`config.mk`:
```
export PLATFORM = sky130hd
export DESIGN_NAME = line_rx_queue
export DESIGN_NICKNAME = d
export VERILOG_FILES = /design/src/rtl/lrq_pkg.sv /design/src/rtl/lrq_ptrs.sv /design/src/rtl/lrq_store.sv /design/src/rtl/lrq_admit.sv /design/src/rtl/line_rx_queue.sv
export SDC_FILE = /design/constraint.sdc
export NUM_CORES = 1
export LEC_CHECK = 0
export ABC_AREA = 1
export ABC_CLOCK_PERIOD_IN_PS = 5300
export BUFFER_PORTS_ARGS = -buffer_cell sky130_fd_sc_hd__buf_2
export CORE_ASPECT_RATIO = 1.4
export CORE_UTILIZATION = 51
export CTS_CLUSTER_SIZE = 16
export DETAILED_ROUTE_END_ITERATION = 6
export HOLD_SLACK_MARGIN = 0.15
export PLACE_DENSITY_LB_ADDON = 0.3
export RECOVER_POWER = 25
export SYNTH_ARGS = -nofsm -noshare
export SYNTH_HDL_FRONTEND = slang
export SYNTH_SLANG_ARGS = --single-unit
```
`constraint.sdc`:
```
create_clock -name clk -period 5.3 [get_ports clk]
set_input_delay 0.265 -clock clk [delete_from_list [all_inputs] [get_ports clk]]
set_output_delay 0.265 -clock clk [all_outputs]
set_load 0.1 [all_outputs]
```
`src/rtl/lrq_pkg.sv`:
```
// Shared widths and the stored entry type of the line-tagged receive queue.
// Assumes four serial lines and byte-wide characters.
package lrq_pkg;
    localparam int LRQ_CHAR_W = 8;
    localparam int LRQ_LINE_W = 2;

    typedef struct packed {
        logic [LRQ_LINE_W-1:0] line;
        logic [LRQ_CHAR_W-1:0] ch;
    } lrq_entry_t;
endpackage

```
`src/rtl/lrq_ptrs.sv`:
```
// Read/write pointer pair with one extra wrap bit. It yields the storage
// addresses, the occupancy, and the empty and full conditions.
// Assumes DEPTH is a power of two and that callers never write when full
// or read when empty.
module lrq_ptrs #(
    parameter int DEPTH = 64
) (
    input  logic                     clk,
    input  logic                     rst_n,
    input  logic                     wr_en,
    input  logic                     rd_en,
    output logic [$clog2(DEPTH)-1:0] wr_addr,
    output logic [$clog2(DEPTH)-1:0] rd_addr,
    output logic [$clog2(DEPTH):0]   occupancy,
    output logic                     empty,
    output logic                     full
);
    localparam int AW = $clog2(DEPTH);
    localparam int PW = AW + 1;

    logic [PW-1:0] wr_ptr;
    logic [PW-1:0] rd_ptr;

    // Advance each pointer on its own enable; the extra bit records the lap.
    always_ff @(posedge clk) begin
        if (!rst_n) begin
            wr_ptr <= '0;
            rd_ptr <= '0;
        end else begin
            if (wr_en) wr_ptr <= wr_ptr + PW'(1);
            if (rd_en) rd_ptr <= rd_ptr + PW'(1);
        end
    end

    // Decode addresses, the modular distance and the boundary conditions.
    always_comb begin
        wr_addr   = wr_ptr[AW-1:0];
        rd_addr   = rd_ptr[AW-1:0];
        occupancy = wr_ptr - rd_ptr;
        empty     = (wr_ptr == rd_ptr);
        full      = (wr_ptr[AW] != rd_ptr[AW]) && (wr_ptr[AW-1:0] == rd_ptr[AW-1:0]);
    end
endmodule

```
`src/rtl/lrq_store.sv`:
```
// Entry storage of the queue: synchronous write and asynchronous read of
// the head slot. Holds no reset, because slots are only read after a write.
module lrq_store
    import lrq_pkg::*;
#(
    parameter int DEPTH = 64
) (
    input  logic                     clk,
    input  logic                     we,
    input  logic [$clog2(DEPTH)-1:0] waddr,
    input  lrq_entry_t               wdata,
    input  logic [$clog2(DEPTH)-1:0] raddr,
    output lrq_entry_t               rdata
);
    lrq_entry_t slots [DEPTH];

    // Capture an accepted push into its slot.
    always_ff @(posedge clk) begin
        if (we) slots[waddr] <= wdata;
    end

    // Present the head slot to the pop path.
    always_comb rdata = slots[raddr];
endmodule

```
`src/rtl/lrq_admit.sv`:
```
// Admission policy for pushes. It discards pointer-device traffic once more
// than half of the queue is occupied, and it flags a push that finds no room.
// Assumes a same-cycle successful pop frees one slot.
module lrq_admit
    import lrq_pkg::*;
#(
    parameter int DEPTH      = 64,
    parameter int MOUSE_LINE = 1
) (
    input  logic                  push_vld,
    input  logic [LRQ_LINE_W-1:0] push_line,
    input  logic [$clog2(DEPTH):0] occupancy,
    input  logic                  full,
    input  logic                  pop_ok,
    output logic                  wr_en,
    output logic                  ovr_set
);
    localparam int PW = $clog2(DEPTH) + 1;
    localparam logic [PW-1:0]         HALF  = PW'(DEPTH / 2);
    localparam logic [LRQ_LINE_W-1:0] MLINE = LRQ_LINE_W'(MOUSE_LINE);

    logic mouse_drop;
    logic no_room;

    // Decide, per push, between store, silent drop and overrun.
    always_comb begin
        mouse_drop = push_vld && (push_line == MLINE) && (occupancy > HALF);
        no_room    = full && !pop_ok;
        wr_en      = push_vld && !mouse_drop && !no_room;
        ovr_set    = push_vld && !mouse_drop && no_room;
    end
endmodule

```
`src/rtl/line_rx_queue.sv`:
```
// Line-tagged receive queue shared by four serial lines. Pushes carry a
// character and its line number; pops return the oldest entry one cycle
// later with a valid flag, or all zeros if empty. Pointer-device pushes are
// discarded beyond half occupancy; a push into a full queue sets a sticky
// overrun flag. Assumes DEPTH is a power of two and at least 4.
module line_rx_queue
    import lrq_pkg::*;
#(
    parameter int DEPTH      = 64,
    parameter int MOUSE_LINE = 1
) (
    input  logic                     clk,
    input  logic                     rst_n,
    input  logic                     push_vld,
    input  logic [LRQ_CHAR_W-1:0]    push_char,
    input  logic [LRQ_LINE_W-1:0]    push_line,
    input  logic                     pop_req,
    input  logic                     ovr_clr,
    output logic                     pop_vld,
    output logic [LRQ_CHAR_W-1:0]    pop_char,
    output logic [LRQ_LINE_W-1:0]    pop_line,
    output logic                     q_empty,
    output logic [$clog2(DEPTH):0]   q_count,
    output logic                     ovr_flag
);
    localparam int AW = $clog2(DEPTH);

    logic [AW-1:0] wr_addr;
    logic [AW-1:0] rd_addr;
    logic          empty;
    logic          full;
    logic          rd_en;
    logic          wr_en;
    logic          ovr_set;
    lrq_entry_t    head;
    lrq_entry_t    wentry;

    // A pop is served only when an entry is present.
    always_comb begin
        rd_en  = pop_req && !empty;
        wentry = '{line: push_line, ch: push_char};
    end

    lrq_ptrs #(.DEPTH(DEPTH)) u_ptrs (
        .clk       (clk),
        .rst_n     (rst_n),
        .wr_en     (wr_en),
        .rd_en     (rd_en),
        .wr_addr   (wr_addr),
        .rd_addr   (rd_addr),
        .occupancy (q_count),
        .empty     (empty),
        .full      (full)
    );

    lrq_admit #(.DEPTH(DEPTH), .MOUSE_LINE(MOUSE_LINE)) u_admit (
        .push_vld  (push_vld),
        .push_line (push_line),
        .occupancy (q_count),
        .full      (full),
        .pop_ok    (rd_en),
        .wr_en     (wr_en),
        .ovr_set   (ovr_set)
    );

    lrq_store #(.DEPTH(DEPTH)) u_store (
        .clk   (clk),
        .we    (wr_en),
        .waddr (wr_addr),
        .wdata (wentry),
        .raddr (rd_addr),
        .rdata (head)
    );

    // Register the pop result; zeros on any cycle without a served pop.
    always_ff @(posedge clk) begin
        if (!rst_n) begin
            pop_vld  <= 1'b0;
            pop_char <= '0;
            pop_line <= '0;
        end else if (rd_en) begin
            pop_vld  <= 1'b1;
            pop_char <= head.ch;
            pop_line <= head.line;
        end else begin
            pop_vld  <= 1'b0;
            pop_char <= '0;
            pop_line <= '0;
        end
    end

    // Sticky overrun: a new overrun wins over a simultaneous clear.
    always_ff @(posedge clk) begin
        if (!rst_n)       ovr_flag <= 1'b0;
        else if (ovr_set) ovr_flag <= 1'b1;
        else if (ovr_clr) ovr_flag <= 1'b0;
    end

    assign q_empty = empty;
endmodule

```
# Yosys cells after proc, flatten, opt, wreduce, memory -nomap -nowiden
# Memories as Yosys holds them, arrays and structs flattened. A register that Yosys moved wholly into a read port is not among the register bits.
# Cells that the tools add are included.
[totals]
mem_count = 1
regBits = 16
ramBits = 640
inputBits = 15
output_inout_bits = 20
[mem_list]
columns = ["name", "words", "word_bits", "rd", "rd_clocked_by_memory_dff", "wr", "line", "source"]
rows = [
  ["u_store.slots", 64, 10, 1, 1, 1, "lrq_store.sv:15", "lrq_entry_t slots [DEPTH];"],
]
[op_classes]
order_cmp = 1
n_eq_ne = 4
n_reduce_logical = 15
mux = 5
addsub = 3
[op_table]
columns = ["operator", "n"]
rows = [
  ["adder 7 x 1 -> 7 bit, second input constant", 2],
  ["logical AND 1 bit", 8],
  ["== test 7 bit", 1],
  ["> comparator 7 x 6 -> 1 bit, second input constant", 1],
  ["subtractor 7 bit", 1],
  ["== test 6 bit", 1],
  ["logical NOT 1 bit", 5],
  ["two-way mux 1 bit", 5],
  ["== test 2 x 1 -> 1 bit, second input constant", 1],
  ["AND reduction 2 bit", 1],
  ["nonzero test 2 bit", 1],
  ["inequality test 1 bit", 1],
]

# Longest topological paths before layout
[logic_depth]
ltp_word = 9
mapped_depth = 18
ltp_nobuf = 16

# Hierarchy
# From an unflattened synthesis, not the netlist that was laid out.
[unflattened]
hier_cells = 2432
area_unflattened_um2 = 27739.1
[by_module_without_submodules]
columns = ["module", "area_each_um2", "n_inst", "cells_each"]
rows = [
  ["lrq_store", 26236.4, 1, 2223],
  ["lrq_ptrs", 1039.7, 1, 152],
  ["line_rx_queue", 405.4, 1, 42],
  ["lrq_admit", 57.6, 1, 15],
]

# Worst setup path before layout
# OpenSTA, ideal clock, no wires.
[synth_timing]
path_type = "register to register"
from = "register u_ptrs.rd_ptr[1]"
to = "memory u_store.slots[47][0] in the netlist's numbering, enable pin"
t_arrival_ns = 3.717
stages_incl_launch_ff = 15
path_slack_ns = 1.294
path_buffers = 2
synth_period_minus_slack_ns = 4.006
cell_sequence = "dfxtp_1 inv_1 buf_2 buf_1 fa_1 xor2_1 nor2_1 nand3_1 nand2_1 nand2_1 nand2_4 nand3_4 inv_12 nand2_8 nor2_1"
[synth_via]
word_cells_on_any_way = 16
classes_between = "add/sub (1); order compare (1); eq/ne (2); mux (2); reduce/logical (10)"
[synth_rtl]
columns = ["element", "line", "source"]
rows = [
  ["start, declared", "lrq_ptrs.sv:22", "logic [PW-1:0] rd_ptr;"],
  ["start signal, assigned", "lrq_ptrs.sv:31", "if (rd_en) rd_ptr <= rd_ptr + PW'(1);"],
  ["subtractor 7 bit", "lrq_ptrs.sv:39", "occupancy = wr_ptr - rd_ptr;"],
  ["named net q_count[2]", "line_rx_queue.sv:23", "output logic [$clog2(DEPTH):0] q_count,"],
  ["> comparator 7 x 6 -> 1 bit", "lrq_admit.sv:27", "mouse_drop = push_vld && (push_line == MLINE) && (occupancy > HALF);"],
  ["logical AND 1 bit", "lrq_admit.sv:27", ""],
  ["logical NOT 1 bit", "lrq_admit.sv:29", "wr_en = push_vld && !mouse_drop && !no_room;"],
  ["logical AND 1 bit (2 in a row)", "lrq_admit.sv:29", ""],
  ["two-way mux 1 bit", "lrq_store.sv:19", "if (we) slots[waddr] <= wdata;"],
  ["two-way mux 1 bit (not written as such)", "lrq_store.sv:19", ""],
  ["end, declared", "lrq_store.sv:15", ""],
]
# The timed path passes the listed nets, and every way through them passes these cells.

# Worst setup path in the final report
[layout_timing]
from = "register u_ptrs.rd_ptr[4]"
to = "memory u_store.slots[49][9] in the netlist's numbering, enable pin"
[layout_via]
elab_chain_cells = 9
word_cells_on_any_way = 16
classes_between = "add/sub (1); order compare (1); eq/ne (2); mux (2); reduce/logical (10)"
[layout_rtl]
columns = ["element", "line"]
rows = [
  ["branches (longest 6 deep; another with subtractor 7 bit)", "-"],
  ["logical AND 1 bit *", "lrq_admit.sv:29"],
  ["two-way mux 1 bit *", "lrq_store.sv:19"],
  ["two-way mux 1 bit (not written as such) *", "lrq_store.sv:19"],
]
# Mark *: on every way between the ends.

==> summary.md <==
| Metric | Value |
|---|---|
| Outcome | complete, but fails checks |
| Violated checks | max-capacitance violations, max-slew violations |
| GPL Wtd Cong | 1.00 |
| Area delta synth->final | 9.55% |
| Seq/Total Area, Yosys | 73.1% |
| Worst hold path class | reg2reg |
| Iter 0 DRT Violations | 2165 |
| Ports | 35 |
| All-Layer GR Usage | 27.0% |
| Minimum clock period | ~4.5 ns |
| Fin nets | 2211 |
| Crit path DAT | approximately 4.7 ns |
| Vias after detailed routing | 17800 |
| Final Util | 56.7% |
| # Post-CTS Setup Buffers | 0 |
| Unrepaired setup endpoints after global routing | no |
| H-tree depth | 2 |
| Routed Antenna Nets | 0 |
| Vias in the first global route | 17200 |
| CTS buffer count | 56 |
| HPWL Detailed | 42200 um |
| Setup_tns | 0 ns |
| Antenna fix cells | 0 |
| Main synth FF type | edfxtp_1 |
| Synth Instances | roughly 2200 |
| Max_slew headroom | -189% |
| Worst setup path startpoint | u_ptrs.rd_ptr[4]$_SDFFE_PN0P_ |
| Avg WL per Cell | 24.5 um |
| Worst vdd ir | 0.000607 V |
| Die Y | 274 um |
| Starting Density | 51.8% |
| Die area | 53900 um^2 |
| Max_cap viols | 8 |
| Reg area | 19700 um^2 |
| Final WL | slightly above 70000 um |
| Req. time, crit path | ~5.5 ns |
| Leakage power | a little under 0.01 uW |
| Total power | 12600 uW |
| Syn_nets | between 2000 and 2500 |
| Synth Register Bits | about 670 |
| EDFF count, synth | 640 |
| Max Root-Sink Buffers | 3 |
| GR Overflow Total | 0 |
| Distinct cells, synth | 36 |
| Largest net degree at the start of global routing | 263 |
| # DRC | 0 |
| Worst-skew pair later-pin latency | 0.61 ns |
| Vias per cell | 6.05 |
| Post-cts sizing count | 0 |
| Sink Count | 666 |
| Root buffer cell | clkbuf_16 |
| Syn. warnings | 0 |
| First-pass GRT wire length | 106000 um |
| # hold bufs at CTS | 5 |
| Min-delay src | u_ptrs.rd_ptr[6]$_SDFFE_PN0P_ |
| CTS tree | built |
| Least-Margin Pin Slew | roughly 4.3 ns |
| Fmax | 223 MHz |
| Cell Area, Synth | 27000 um^2 |
| IO buf count | 34 |
| Element type at the critical path end | register |
| Fill count | 4187 |
| Row Count | 99 |
| Slew Viols, Final | 480 |
| Power per cell area | 427 nW/um^2 |
| Syn avg cell area | between 10 and 15 um^2 |
| Footprint of the multi-input gates | 6500 um^2 |
| Worst r2r src | u_ptrs.rd_ptr[4]$_SDFFE_PN0P_ |
| Clock transition at the registers of the reported paths | 0.06 ns |
| Ys async rst share | 0% |
| Clock skew | 0.0143 ns |
| Die Width | 196 um |
| CP Max Fanout | 21 |
| Final hold viol count | 0 |
| Final setup violation count | 0 |
| DRT Pass-1 Iters | 7 |
| Worst Setup Start Kind | register |
| Crit Path Category | reg2reg |
| Initial antenna violation count | 0 |
| Share of cells above drive strength 1 | 7.34% |
| Final Cycle Share | 84.5% |
| Core ar. | about 52000 um^2 |
path summary, 6_finish.rpt:
check	endpoint	slack, ns	cells past startpoint
worst max-delay path	u_store.slots[49][9]$_DFFE_PP_	0.82	13
worst min-delay path	u_ptrs.rd_ptr[6]$_SDFFE_PN0P_	0.53	2
worst max register to register	u_store.slots[49][9]$_DFFE_PP_	0.82	13
worst min register to register	u_ptrs.rd_ptr[6]$_SDFFE_PN0P_	0.53	2
through the flow:
step / area, um^2 / hold slack, ns / setup slack [ns] / cells
floorplan: 27000 / 0.364 / 1.29 / 2208
global placement: 27700 / 0.455 / 1.18 / 2831
detailed placement: 27700 / 0.482 / 0.990 / 2831
CTS: 29600 / 0.189 / 0.956 / 2941
global route: 29600 / 0.566 / 0.616 / 2941
finish: 29600 / 0.530 / 0.822 / 2941
power by group:
| part | internal (uW) | switching [uW] | total, uW |
|---|---|---|---|
| clock network | 2360 | 1850 | 4220 |
| registers | 5830 | 45.7 | 5870 |
| logic | 582 | 1970 | 2550 |
| total | 8770 | 3870 | 12600 |
synth_stat cells (4+ instances only):
cell type | number | area (um^2)
nor2_1 | 488 | 1830
xor2_1 | 6 | 52.6
inv_2 | 4 | 15.0
buf_2 | 45 | 225
nand4_1 | 9 | 56.3
o221ai_1 | 5 | 43.8
buf_1 | 10 | 37.5
nand3_1 | 95 | 475
edfxtp_1 | 640 | 19200
o22ai_1 | 59 | 369
nand2_1 | 219 | 822
or2_2 | 8 | 50.1
dfxtp_1 | 26 | 521
a21oi_1 | 42 | 210
a31oi_1 | 5 | 31.3
nand2_8 | 8 | 160
o21ai_0 | 324 | 1620
clkbuf_1 | 81 | 304
ha_1 | 8 | 100
o211ai_1 | 69 | 518
inv_1 | 37 | 139
placed cells by master, fill, tap and decap left out, drive strengths merged:
cell type / n
edfxtp: 640
nor2: 488
o21ai: 326
nand2: 229
nand3: 96
clkbuf: 84
o211ai: 69
o22ai: 59
buf: 44
a21oi: 43
inv: 42
dfxtp: 26
clkinv: 23
nand4: 9
or2: 8
ha: 8
xor2: 7
bufinv: 6
a31oi: 5
o221ai: 5
dlygate4sd3: 5
clkinvlp: 4
nand3b: 2
nor3: 2
xnor2: 2
nor4: 1
fa: 1
cell families (layout without fill, tap and decap cells):
kind of cell	count (synthesis)	in the layout	synth area share (%)
flip-flops	666	666	73.1
adder cells (fa/ha/maj)	9	9	0.445
buffers and inverters	182	208	2.80
AO/OA/AOI/OAI	507	507	10.4
AND/OR/NAND/NOR	835	835	12.9
XOR/XNOR	9	9	0.320
metal layers:
layer | GRT usage, % | up-vias | routed length, um
li1 | - | 7895 | -
met1 | 33.4 | 8558 | 26300
met2 | 45.6 | 1118 | 35400
met3 | 3.47 | 236 | 5830
met4 | 15.8 | 0 | 4500
met5 | 0 | - | 0
worst max-delay path, cell delays in order (launching register included):
cell	delay (ns)
dfxtp_1	0.80
inv_1	0.64
ha_1	0.58
nand2_1	0.13
inv_1	0.07
nand3_1	0.07
nand2_1	0.07
xor2_1	0.20
nand2_1	0.12
nand2_4	0.12
nand3_4	0.19
inv_12	0.22
nand2_8	0.17
nor2_1	0.70
registers in the layout, indices dropped and copies added, names as in the netlist:
register / cells
pop_vld: 1
u_ptrs.wr_ptr: 7
pop_line: 2
u_store.slots: 640
pop_char: 8
ovr_flag: 1
u_ptrs.rd_ptr: 7
cell type report:
| cell class | count | area share [%] |
|---|---|---|
| timing repair buffer | 59 | 1.23 |
| clock inverter | 31 | 1.13 |
| sequential | 666 | 66.8 |
| tap | 707 | 2.99 |
| clock buffer | 74 | 5.25 |
| multi-input combinational | 1360 | 22.0 |
| inverter | 44 | 0.626 |
No activity file was read; power rests on OpenSTA's default activity.
